===== src/rtl/spim_pkg.sv =====
package spim_pkg;
    localparam int WORD_W   = 32;
    localparam int CHAR_MAX = 16;
    localparam int LEN_W    = $clog2(CHAR_MAX);
    localparam int EDGE_W   = LEN_W + 1;
    localparam int PM_W     = 4;
    localparam int DIV_SLOW = 16;
    localparam int DIV_SH   = $clog2(DIV_SLOW);
    localparam int HALF_W   = $clog2(2 * (1 << PM_W) * DIV_SLOW) + 1;
    localparam int REG_AW   = 3;

    // mode word bit positions
    localparam int POS_LOOP  = 30;
    localparam int POS_CINV  = 29;
    localparam int POS_CPHA  = 28;
    localparam int POS_DIV   = 27;
    localparam int POS_MSBF  = 26;
    localparam int POS_MSTR  = 25;
    localparam int POS_EN    = 24;
    localparam int POS_LEN   = 20;
    localparam int POS_PM    = 16;
    localparam int POS_ALIGN = 14;
    localparam int POS_RXA   = 16;
    // event / mask / command positions
    localparam int POS_NE    = 9;
    localparam int POS_NF    = 8;
    localparam int POS_LAST  = 22;

    localparam logic [REG_AW-1:0] A_MODE  = 3'd0;
    localparam logic [REG_AW-1:0] A_EVENT = 3'd1;
    localparam logic [REG_AW-1:0] A_MASK  = 3'd2;
    localparam logic [REG_AW-1:0] A_CMD   = 3'd3;
    localparam logic [REG_AW-1:0] A_TX    = 3'd4;
    localparam logic [REG_AW-1:0] A_RX    = 3'd5;

    typedef struct packed {
        logic             loop;
        logic             cinv;
        logic             cpha;
        logic             div16;
        logic             msbf;
        logic             mstr;
        logic             en;
        logic [LEN_W-1:0] clen;
        logic [PM_W-1:0]  pm;
        logic             align;
    } mode_t;

    function automatic mode_t mode_from_word(input logic [WORD_W-1:0] w);
        mode_t m;
        m.loop  = w[POS_LOOP];
        m.cinv  = w[POS_CINV];
        m.cpha  = w[POS_CPHA];
        m.div16 = w[POS_DIV];
        m.msbf  = w[POS_MSBF];
        m.mstr  = w[POS_MSTR];
        m.en    = w[POS_EN];
        m.clen  = w[POS_LEN +: LEN_W];
        m.pm    = w[POS_PM +: PM_W];
        m.align = w[POS_ALIGN];
        return m;
    endfunction

    function automatic logic [WORD_W-1:0] mode_to_word(input mode_t m);
        logic [WORD_W-1:0] w;
        w                  = '0;
        w[POS_LOOP]        = m.loop;
        w[POS_CINV]        = m.cinv;
        w[POS_CPHA]        = m.cpha;
        w[POS_DIV]         = m.div16;
        w[POS_MSBF]        = m.msbf;
        w[POS_MSTR]        = m.mstr;
        w[POS_EN]          = m.en;
        w[POS_LEN +: LEN_W] = m.clen;
        w[POS_PM +: PM_W]  = m.pm;
        w[POS_ALIGN]       = m.align;
        return w;
    endfunction

    // system cycles per half SCLK period
    function automatic logic [HALF_W-1:0] half_len(input logic div16, input logic [PM_W-1:0] pm);
        logic [HALF_W-1:0] b;
        b = (HALF_W'(pm) + 1'b1) << 1;
        if (div16) b = b << DIV_SH;
        return b;
    endfunction

    function automatic logic [CHAR_MAX-1:0] char_mask(input logic [LEN_W-1:0] clen);
        logic [CHAR_MAX:0] t;
        t = ((CHAR_MAX+1)'(1) << (int'(clen) + 1)) - 1'b1;
        return t[CHAR_MAX-1:0];
    endfunction

    function automatic logic [CHAR_MAX-1:0] tx_extract(input logic [WORD_W-1:0] w, input mode_t m);
        logic [WORD_W-1:0] s;
        s = m.align ? (w >> (WORD_W - 1 - int'(m.clen))) : w;
        return s[CHAR_MAX-1:0] & char_mask(m.clen);
    endfunction

    function automatic logic [WORD_W-1:0] rx_format(input logic [CHAR_MAX-1:0] rx, input logic align);
        logic [WORD_W-1:0] r;
        r = WORD_W'(rx);
        return align ? (r << POS_RXA) : r;
    endfunction
endpackage


===== src/rtl/spim_clkgen.sv =====
module spim_clkgen
    import spim_pkg::*;
(
    input  logic            clk,
    input  logic            rst,
    input  logic            run,
    input  logic            div16,
    input  logic [PM_W-1:0] pm,
    output logic            tick
);
    logic [HALF_W-1:0] cnt_q;
    logic [HALF_W-1:0] last;

    assign last = half_len(div16, pm) - 1'b1;
    assign tick = run && (cnt_q == last);

    always_ff @(posedge clk) begin
        if (rst || !run)   cnt_q <= '0;
        else if (tick)     cnt_q <= '0;
        else               cnt_q <= cnt_q + 1'b1;
    end
endmodule


===== src/rtl/spim_shifter.sv =====
module spim_shifter
    import spim_pkg::*;
(
    input  logic                clk,
    input  logic                rst,
    input  logic                req,
    input  logic [CHAR_MAX-1:0] tx_char,
    input  mode_t               mode,
    input  logic                tick,
    input  logic                miso_pin,
    output logic                busy,
    output logic                accept,
    output logic                done,
    output logic [CHAR_MAX-1:0] rx_char,
    output logic                sclk,
    output logic                mosi
);
    logic                busy_q, tog_q, out_q, cpha_q, msbf_q;
    logic [EDGE_W-1:0]   edge_q;
    logic [LEN_W-1:0]    i_q, clen_q;
    logic [CHAR_MAX-1:0] tx_q, rx_q, rx_next;
    logic                miso_in, sample_now;

    function automatic logic [LEN_W-1:0] pos(input logic msbf, input logic [LEN_W-1:0] clen,
                                             input logic [LEN_W-1:0] i);
        return msbf ? (clen - i) : i;
    endfunction

    assign busy       = busy_q;
    assign accept     = req && !busy_q;
    assign miso_in    = mode.loop ? out_q : miso_pin;
    assign sample_now = busy_q && tick && (tog_q == cpha_q);
    assign done       = busy_q && tick && (edge_q == {clen_q, 1'b1});
    assign sclk       = mode.cinv ^ tog_q;
    assign mosi       = mode.loop ? 1'b0 : out_q;
    assign rx_char    = rx_next;

    always_comb begin
        rx_next = rx_q;
        if (sample_now) rx_next[pos(msbf_q, clen_q, i_q)] = miso_in;
    end

    always_ff @(posedge clk) begin
        if (rst) begin
            busy_q <= 1'b0; tog_q <= 1'b0; out_q <= 1'b0; cpha_q <= 1'b0; msbf_q <= 1'b0;
            edge_q <= '0; i_q <= '0; clen_q <= '0; tx_q <= '0; rx_q <= '0;
        end else if (accept) begin
            busy_q <= 1'b1;
            tog_q  <= 1'b0;
            edge_q <= '0;
            i_q    <= '0;
            rx_q   <= '0;
            tx_q   <= tx_char;
            clen_q <= mode.clen;
            msbf_q <= mode.msbf;
            cpha_q <= mode.cpha;
            if (!mode.cpha) out_q <= tx_char[pos(mode.msbf, mode.clen, '0)];
        end else if (busy_q && tick) begin
            tog_q  <= ~tog_q;
            edge_q <= edge_q + 1'b1;
            rx_q   <= rx_next;
            if (tog_q == cpha_q) begin
                if (cpha_q) i_q <= i_q + 1'b1;
            end else if (cpha_q) begin
                out_q <= tx_q[pos(msbf_q, clen_q, i_q)];
            end else begin
                i_q   <= i_q + 1'b1;
                out_q <= tx_q[pos(msbf_q, clen_q, LEN_W'(i_q + 1'b1))];
            end
            if (done) busy_q <= 1'b0;
        end
    end
endmodule


===== src/rtl/spim_regs.sv =====
module spim_regs
    import spim_pkg::*;
(
    input  logic                clk,
    input  logic                rst,
    input  logic [REG_AW-1:0]   addr,
    input  logic                we,
    input  logic [WORD_W-1:0]   wdata,
    input  logic                start,
    input  logic                done,
    input  logic [CHAR_MAX-1:0] rx_char,
    output mode_t               mode_q,
    output logic                pend,
    output logic [CHAR_MAX-1:0] tx_hold,
    output logic [WORD_W-1:0]   rdata,
    output logic                ev_ne,
    output logic                ev_nf,
    output logic [1:0]          mask,
    output logic                irq
);
    mode_t               mode_wr;
    logic                ne_q, nf_q, pend_q, last_q, clr_ne, clr_nf;
    logic [1:0]          mask_q;
    logic [CHAR_MAX-1:0] tx_q, rx_q;

    always_comb begin
        mode_wr = mode_from_word(wdata);
        if (mode_q.en) begin
            mode_wr.div16 = mode_q.div16;
            mode_wr.pm    = mode_q.pm;
        end
    end

    assign clr_ne  = we && (addr == A_EVENT) && wdata[POS_NE];
    assign clr_nf  = we && (addr == A_EVENT) && wdata[POS_NF];
    assign pend    = pend_q;
    assign tx_hold = tx_q;
    assign ev_ne   = ne_q;
    assign ev_nf   = nf_q;
    assign mask    = mask_q;
    assign irq     = |({ne_q, nf_q} & mask_q);

    always_ff @(posedge clk) begin
        if (rst) begin
            mode_q <= '0; mask_q <= '0; last_q <= 1'b0; pend_q <= 1'b0;
            ne_q <= 1'b0; nf_q <= 1'b0; tx_q <= '0; rx_q <= '0;
        end else begin
            if (we && addr == A_MODE) mode_q <= mode_wr;
            if (we && addr == A_MASK) mask_q <= {wdata[POS_NE], wdata[POS_NF]};
            if (we && addr == A_CMD)  last_q <= wdata[POS_LAST];
            if (start) pend_q <= 1'b0;
            if (we && addr == A_TX && mode_q.en) begin
                pend_q <= 1'b1;
                tx_q   <= tx_extract(wdata, mode_q);
            end
            ne_q <= (ne_q && !clr_ne) || done;
            nf_q <= (nf_q && !clr_nf) || start;
            if (done) rx_q <= rx_char;
        end
    end

    always_comb begin
        rdata = '0;
        case (addr)
            A_MODE:  rdata = mode_to_word(mode_q);
            A_EVENT: begin rdata[POS_NE] = ne_q; rdata[POS_NF] = nf_q; end
            A_MASK:  begin rdata[POS_NE] = mask_q[1]; rdata[POS_NF] = mask_q[0]; end
            A_CMD:   rdata[POS_LAST] = last_q;
            A_RX:    rdata = rx_format(rx_q, mode_q.align);
            default: rdata = '0;
        endcase
    end
endmodule


===== src/rtl/spim_top.sv =====
module spim_top
    import spim_pkg::*;
(
    input  logic              clk,
    input  logic              rst,
    input  logic [REG_AW-1:0] bus_addr,
    input  logic              bus_we,
    input  logic [WORD_W-1:0] bus_wdata,
    output logic [WORD_W-1:0] bus_rdata,
    output logic              spi_sclk,
    output logic              spi_mosi,
    input  logic              spi_miso,
    output logic              irq
);
    mode_t               mode_q;
    logic                tx_pend, busy, accept, done, tick, ev_ne, ev_nf;
    logic [1:0]          mask;
    logic [CHAR_MAX-1:0] tx_hold, rx_char;

    spim_regs u_regs (
        .clk(clk), .rst(rst), .addr(bus_addr), .we(bus_we), .wdata(bus_wdata),
        .start(accept), .done(done), .rx_char(rx_char),
        .mode_q(mode_q), .pend(tx_pend), .tx_hold(tx_hold), .rdata(bus_rdata),
        .ev_ne(ev_ne), .ev_nf(ev_nf), .mask(mask), .irq(irq)
    );

    spim_clkgen u_clk (
        .clk(clk), .rst(rst), .run(busy), .div16(mode_q.div16), .pm(mode_q.pm), .tick(tick)
    );

    spim_shifter u_shift (
        .clk(clk), .rst(rst), .req(tx_pend && mode_q.en), .tx_char(tx_hold), .mode(mode_q),
        .tick(tick), .miso_pin(spi_miso), .busy(busy), .accept(accept), .done(done),
        .rx_char(rx_char), .sclk(spi_sclk), .mosi(spi_mosi)
    );
endmodule


===== config.mk =====
export PLATFORM = sky130hd
export DESIGN_NAME = spim_top
export DESIGN_NICKNAME = d
export VERILOG_FILES = /design/src/rtl/spim_pkg.sv /design/src/rtl/spim_clkgen.sv /design/src/rtl/spim_shifter.sv /design/src/rtl/spim_regs.sv /design/src/rtl/spim_top.sv
export SDC_FILE = /design/constraint.sdc
export NUM_CORES = 1
export LEC_CHECK = 0
export BUFFER_PORTS_ARGS = -buffer_cell sky130_fd_sc_hd__buf_2
export CAP_MARGIN = 20
export CORE_MARGIN = 10
export CORE_UTILIZATION = 60
export DETAILED_ROUTE_END_ITERATION = 10
export PLACE_DENSITY_LB_ADDON = 0.15
export SLEW_MARGIN = 15
export SYNTH_ARGS = -nofsm -noshare
export SYNTH_HDL_FRONTEND = slang
export SYNTH_SLANG_ARGS = --single-unit

===== constraint.sdc =====
create_clock -name clk -period 5.02 [get_ports clk]
set_clock_uncertainty 0.05 [all_clocks]
set_input_delay 1.004 -clock clk [delete_from_list [all_inputs] [get_ports clk]]
set_output_delay 1.004 -clock clk [all_outputs]
set_load 0.02 [all_outputs]

==> reports/results.tsv <==
metric	value	unit
WL/cell	18.7	µm
total CTS buffers	17	
grt ovf	0	
Final nets	1039	
placed instance count	1114	
met1 Track Usage GR	31.6	%
hold path startpoint	u_regs.pend$_SDFFE_PP0P_	
Mean Syn Cell Area	7.65	µm²
Final Non-Filler Cells	1143	
max-cap viol count	0	
grt peak-use layer	met2	
Clock Path Buffers	2	
critical path type	flop to flop	
number of synthesized flops with an enable pin	0	
Synth Area in Simple Gates	25.4	%
Top FF cell, synth	dfxtp_1	
Final Cycle Share	81.5	%
pin count of the biggest net entering global routing	65	
register area	0.00228	mm²
reg2reg setup slack	930	ps
asr flop ratio synth	0	%
Distinct cells, synth	68	
initial antenna violation count	0	
Yosys warnings	0	
worst skew pair latency	410	ps
final setup fails	0	
Final ANT Viol Nets	0	
Root Buffer	clkbuf_16	
post-synthesis mux area share	9.04	%
die height	131	µm
XOR/XNOR Fraction of Synth Area	4.29	%
Clock Sinks	114	
Starting Density	61.2	%
Multi-input gate area	0.00467	mm²
total wire length	21300	µm
Max VDD drop	0.203	mV
outcome	complete, no violations	
largest family of logic cells by synthesized area	simple AND/OR/NAND/NOR gates	
Final min period	4090	ps
Die ar.	0.0171	mm²
Leakage Power	2.93	nW
RSZ-0062 raised after global routing	false	
first-pass GRT wire length	33800	µm
Setup crit end kind	flop	
Power Dens Cells	285	mW/mm²
most common cell after layout, fill and taps aside	nand2_1	
# DRC	0	
hold crit path type	flop to flop	
worst r2r src	u_regs.mode_q[1]$_SDFFE_PP0P_	
met2 Use GR	40.6	%
CTS tree	done	
setup TNS	0	ps
Min-Delay Path Depth	2	
area delta synth->final	12.6	%
fraction of layout instances using a drive strength above 1	13.3	%
Synth Area in Adders	2.59	%
relative slew slack	26.9	%
Placer Congestion	0.915	
GRT Overall Usage	24.7	%
synthesized instance count	961	
Hold EP	u_regs.pend$_SDFFE_PP0P_	
Die X	131	µm
post_cts resized	0	
crit path launch type	flop	
FF-to-FF End	u_shift.edge_q[2]$_SDFFE_PP0P_	
Post-CTS Setup Inserts	0	
H-tree Lvls	4	
number of synthesized register bits	114	
I/O Buffers	73	
GR met3 Demand/Resource	4.83	%
fill cell count	1054	
drt initial violations	1082	
Hold Vio Cnt, Final	0	
count of pins over their slew limit	0	
synthesized area	0.00735	mm²
diode count	0	
crit path max fanout	37	
Post-CTS Hold Fix Bufs	0	
FP Rows	40	
CORE AREA	0.0120	mm²
compound-gate portion of the synthesized area	22.1	%
Max Fclk	244	MHz
Avg Vias per Cell	6.37	
DR vias	7281	
Clock transition at path regs	60	ps
worst slew pin tran	1090	ps
commonest cells after routing, fill and taps aside	nand2_1 (130), dfxtp_1 (113), a21oi_1 (85)	
Worst R2R Path Depth	11	
post-synth net total	1014	
Critical Path RT	5300	ps
crit path DAT	4370	ps
post-detail-place hpwl	14900	µm
First-pass DRT Iterations	6	
register area share after synthesis	31.1	%
IO Pins	74	
vias in the first global route	6669	
## logic make-up (layout without fill, tap and decap cells)
logic type / Yosys count / count (layout)
AO/OA/AOI/OAI: 260 / 260
XOR/XNOR: 36 / 36
adder cells (fa/ha/maj): 14 / 14
buffers and inverters: 93 / 128
flip-flops: 114 / 114
multiplexers: 59 / 59
other: 1 / 1
AND/OR/NAND/NOR: 384 / 384
## power breakdown
group          switching [W]  internal (W)
clock               0.000420      0.000896
combinational      0.0000815     0.0000467
sequential        0.00000909      0.000909
total               0.000511       0.00185
## cells in the mapped netlist (17+ instances only)
library cell | n | area share, %
nand2_1 | 130 | 6.6
dfxtp_1 | 114 | 31
a21oi_1 | 85 | 5.8
nor2_1 | 64 | 3.3
nor3_1 | 53 | 3.6
clkbuf_1 | 50 | 2.6
nand3_1 | 49 | 3.3
mux2i_1 | 45 | 6.1
o21ai_0 | 36 | 2.5
o21ai_1 | 22 | 1.5
xnor2_1 | 21 | 2.5
a31oi_1 | 20 | 1.7
o31ai_1 | 19 | 1.9
inv_1 | 17 | 0.87
## sequential cells by signal (all words and copies together), names as in the netlist, 2 cells and up
| register | count |
|---|---|
| u_clk.cnt_q | 10 |
| u_shift.edge_q | 5 |
| u_regs.tx_hold | 16 |
| u_shift.clen_q | 4 |
| u_shift.i_q | 4 |
| u_regs.mask | 2 |
| u_regs.mode_q | 16 |
| u_shift.tx_q | 16 |
| u_regs.rx_q | 16 |
| u_shift.rx_q | 16 |
## per-layer routing
layer / share of wire, % / wire length, µm
met4: 2.5 / 527
met2: 47 / 10000
met1: 44 / 9300
met3: 6.9 / 1460
met5: 0 / 0
## worst max path at each step
stage | startpoint | endpoint | slack, ps
finish | u_regs.mode_q[1]$_SDFFE_PP0P_ | u_shift.edge_q[2]$_SDFFE_PP0P_ | 930
global route | u_regs.mode_q[1]$_SDFFE_PP0P_ | u_shift.edge_q[2]$_SDFFE_PP0P_ | 650
CTS | u_regs.mode_q[1]$_SDFFE_PP0P_ | u_shift.edge_q[2]$_SDFFE_PP0P_ | 820
detailed placement | u_regs.mode_q[1]$_SDFFE_PP0P_ | u_shift.edge_q[2]$_SDFFE_PP0P_ | 820
global placement | u_regs.mode_q[1]$_SDFFE_PP0P_ | u_shift.edge_q[2]$_SDFFE_PP0P_ | 880
floorplan | bus_addr[0] | bus_rdata[16] | 1690
## critical path: stages, from the launching register on
cell      delay (ps)
dfxtp_1          640
ha_1             370
nand2b_1         110
ha_1             240
xnor2_1          310
xnor2_1          110
o31ai_1          200
a31oi_1           80
or3_1            510
or3_2            840
or3_1            410
a21oi_1          130
## through the flow
stage | hold slack, ps | total power [W] | setup slack, ps | utilization, % | cell area [µm²]
finish | 410 | 0.00236 | 929 | 68.9 | 8280
global route | 441 | 0.00242 | 652 | 68.9 | 8280
CTS | 408 | 0.00236 | 821 | 68.9 | 8270
detailed placement | 401 | 0.00106 | 817 | 63.6 | 7640
global placement | 398 | 0.00106 | 881 | 63.6 | 7640
floorplan | 386 | 0.00102 | 1690 | - | 7350
## layout make-up
| type | count | share of cell area, % |
|---|---|---|
| clock buffer | 19 | 5.47 |
| timing repair buffer | 82 | 5.23 |
| inverter | 17 | 0.771 |
| clock inverter | 10 | 2.22 |
| tap | 147 | 2.22 |
| sequential | 114 | 27.6 |
| multi-input combinational | 754 | 56.5 |
(Power assumes the default switching activity.)
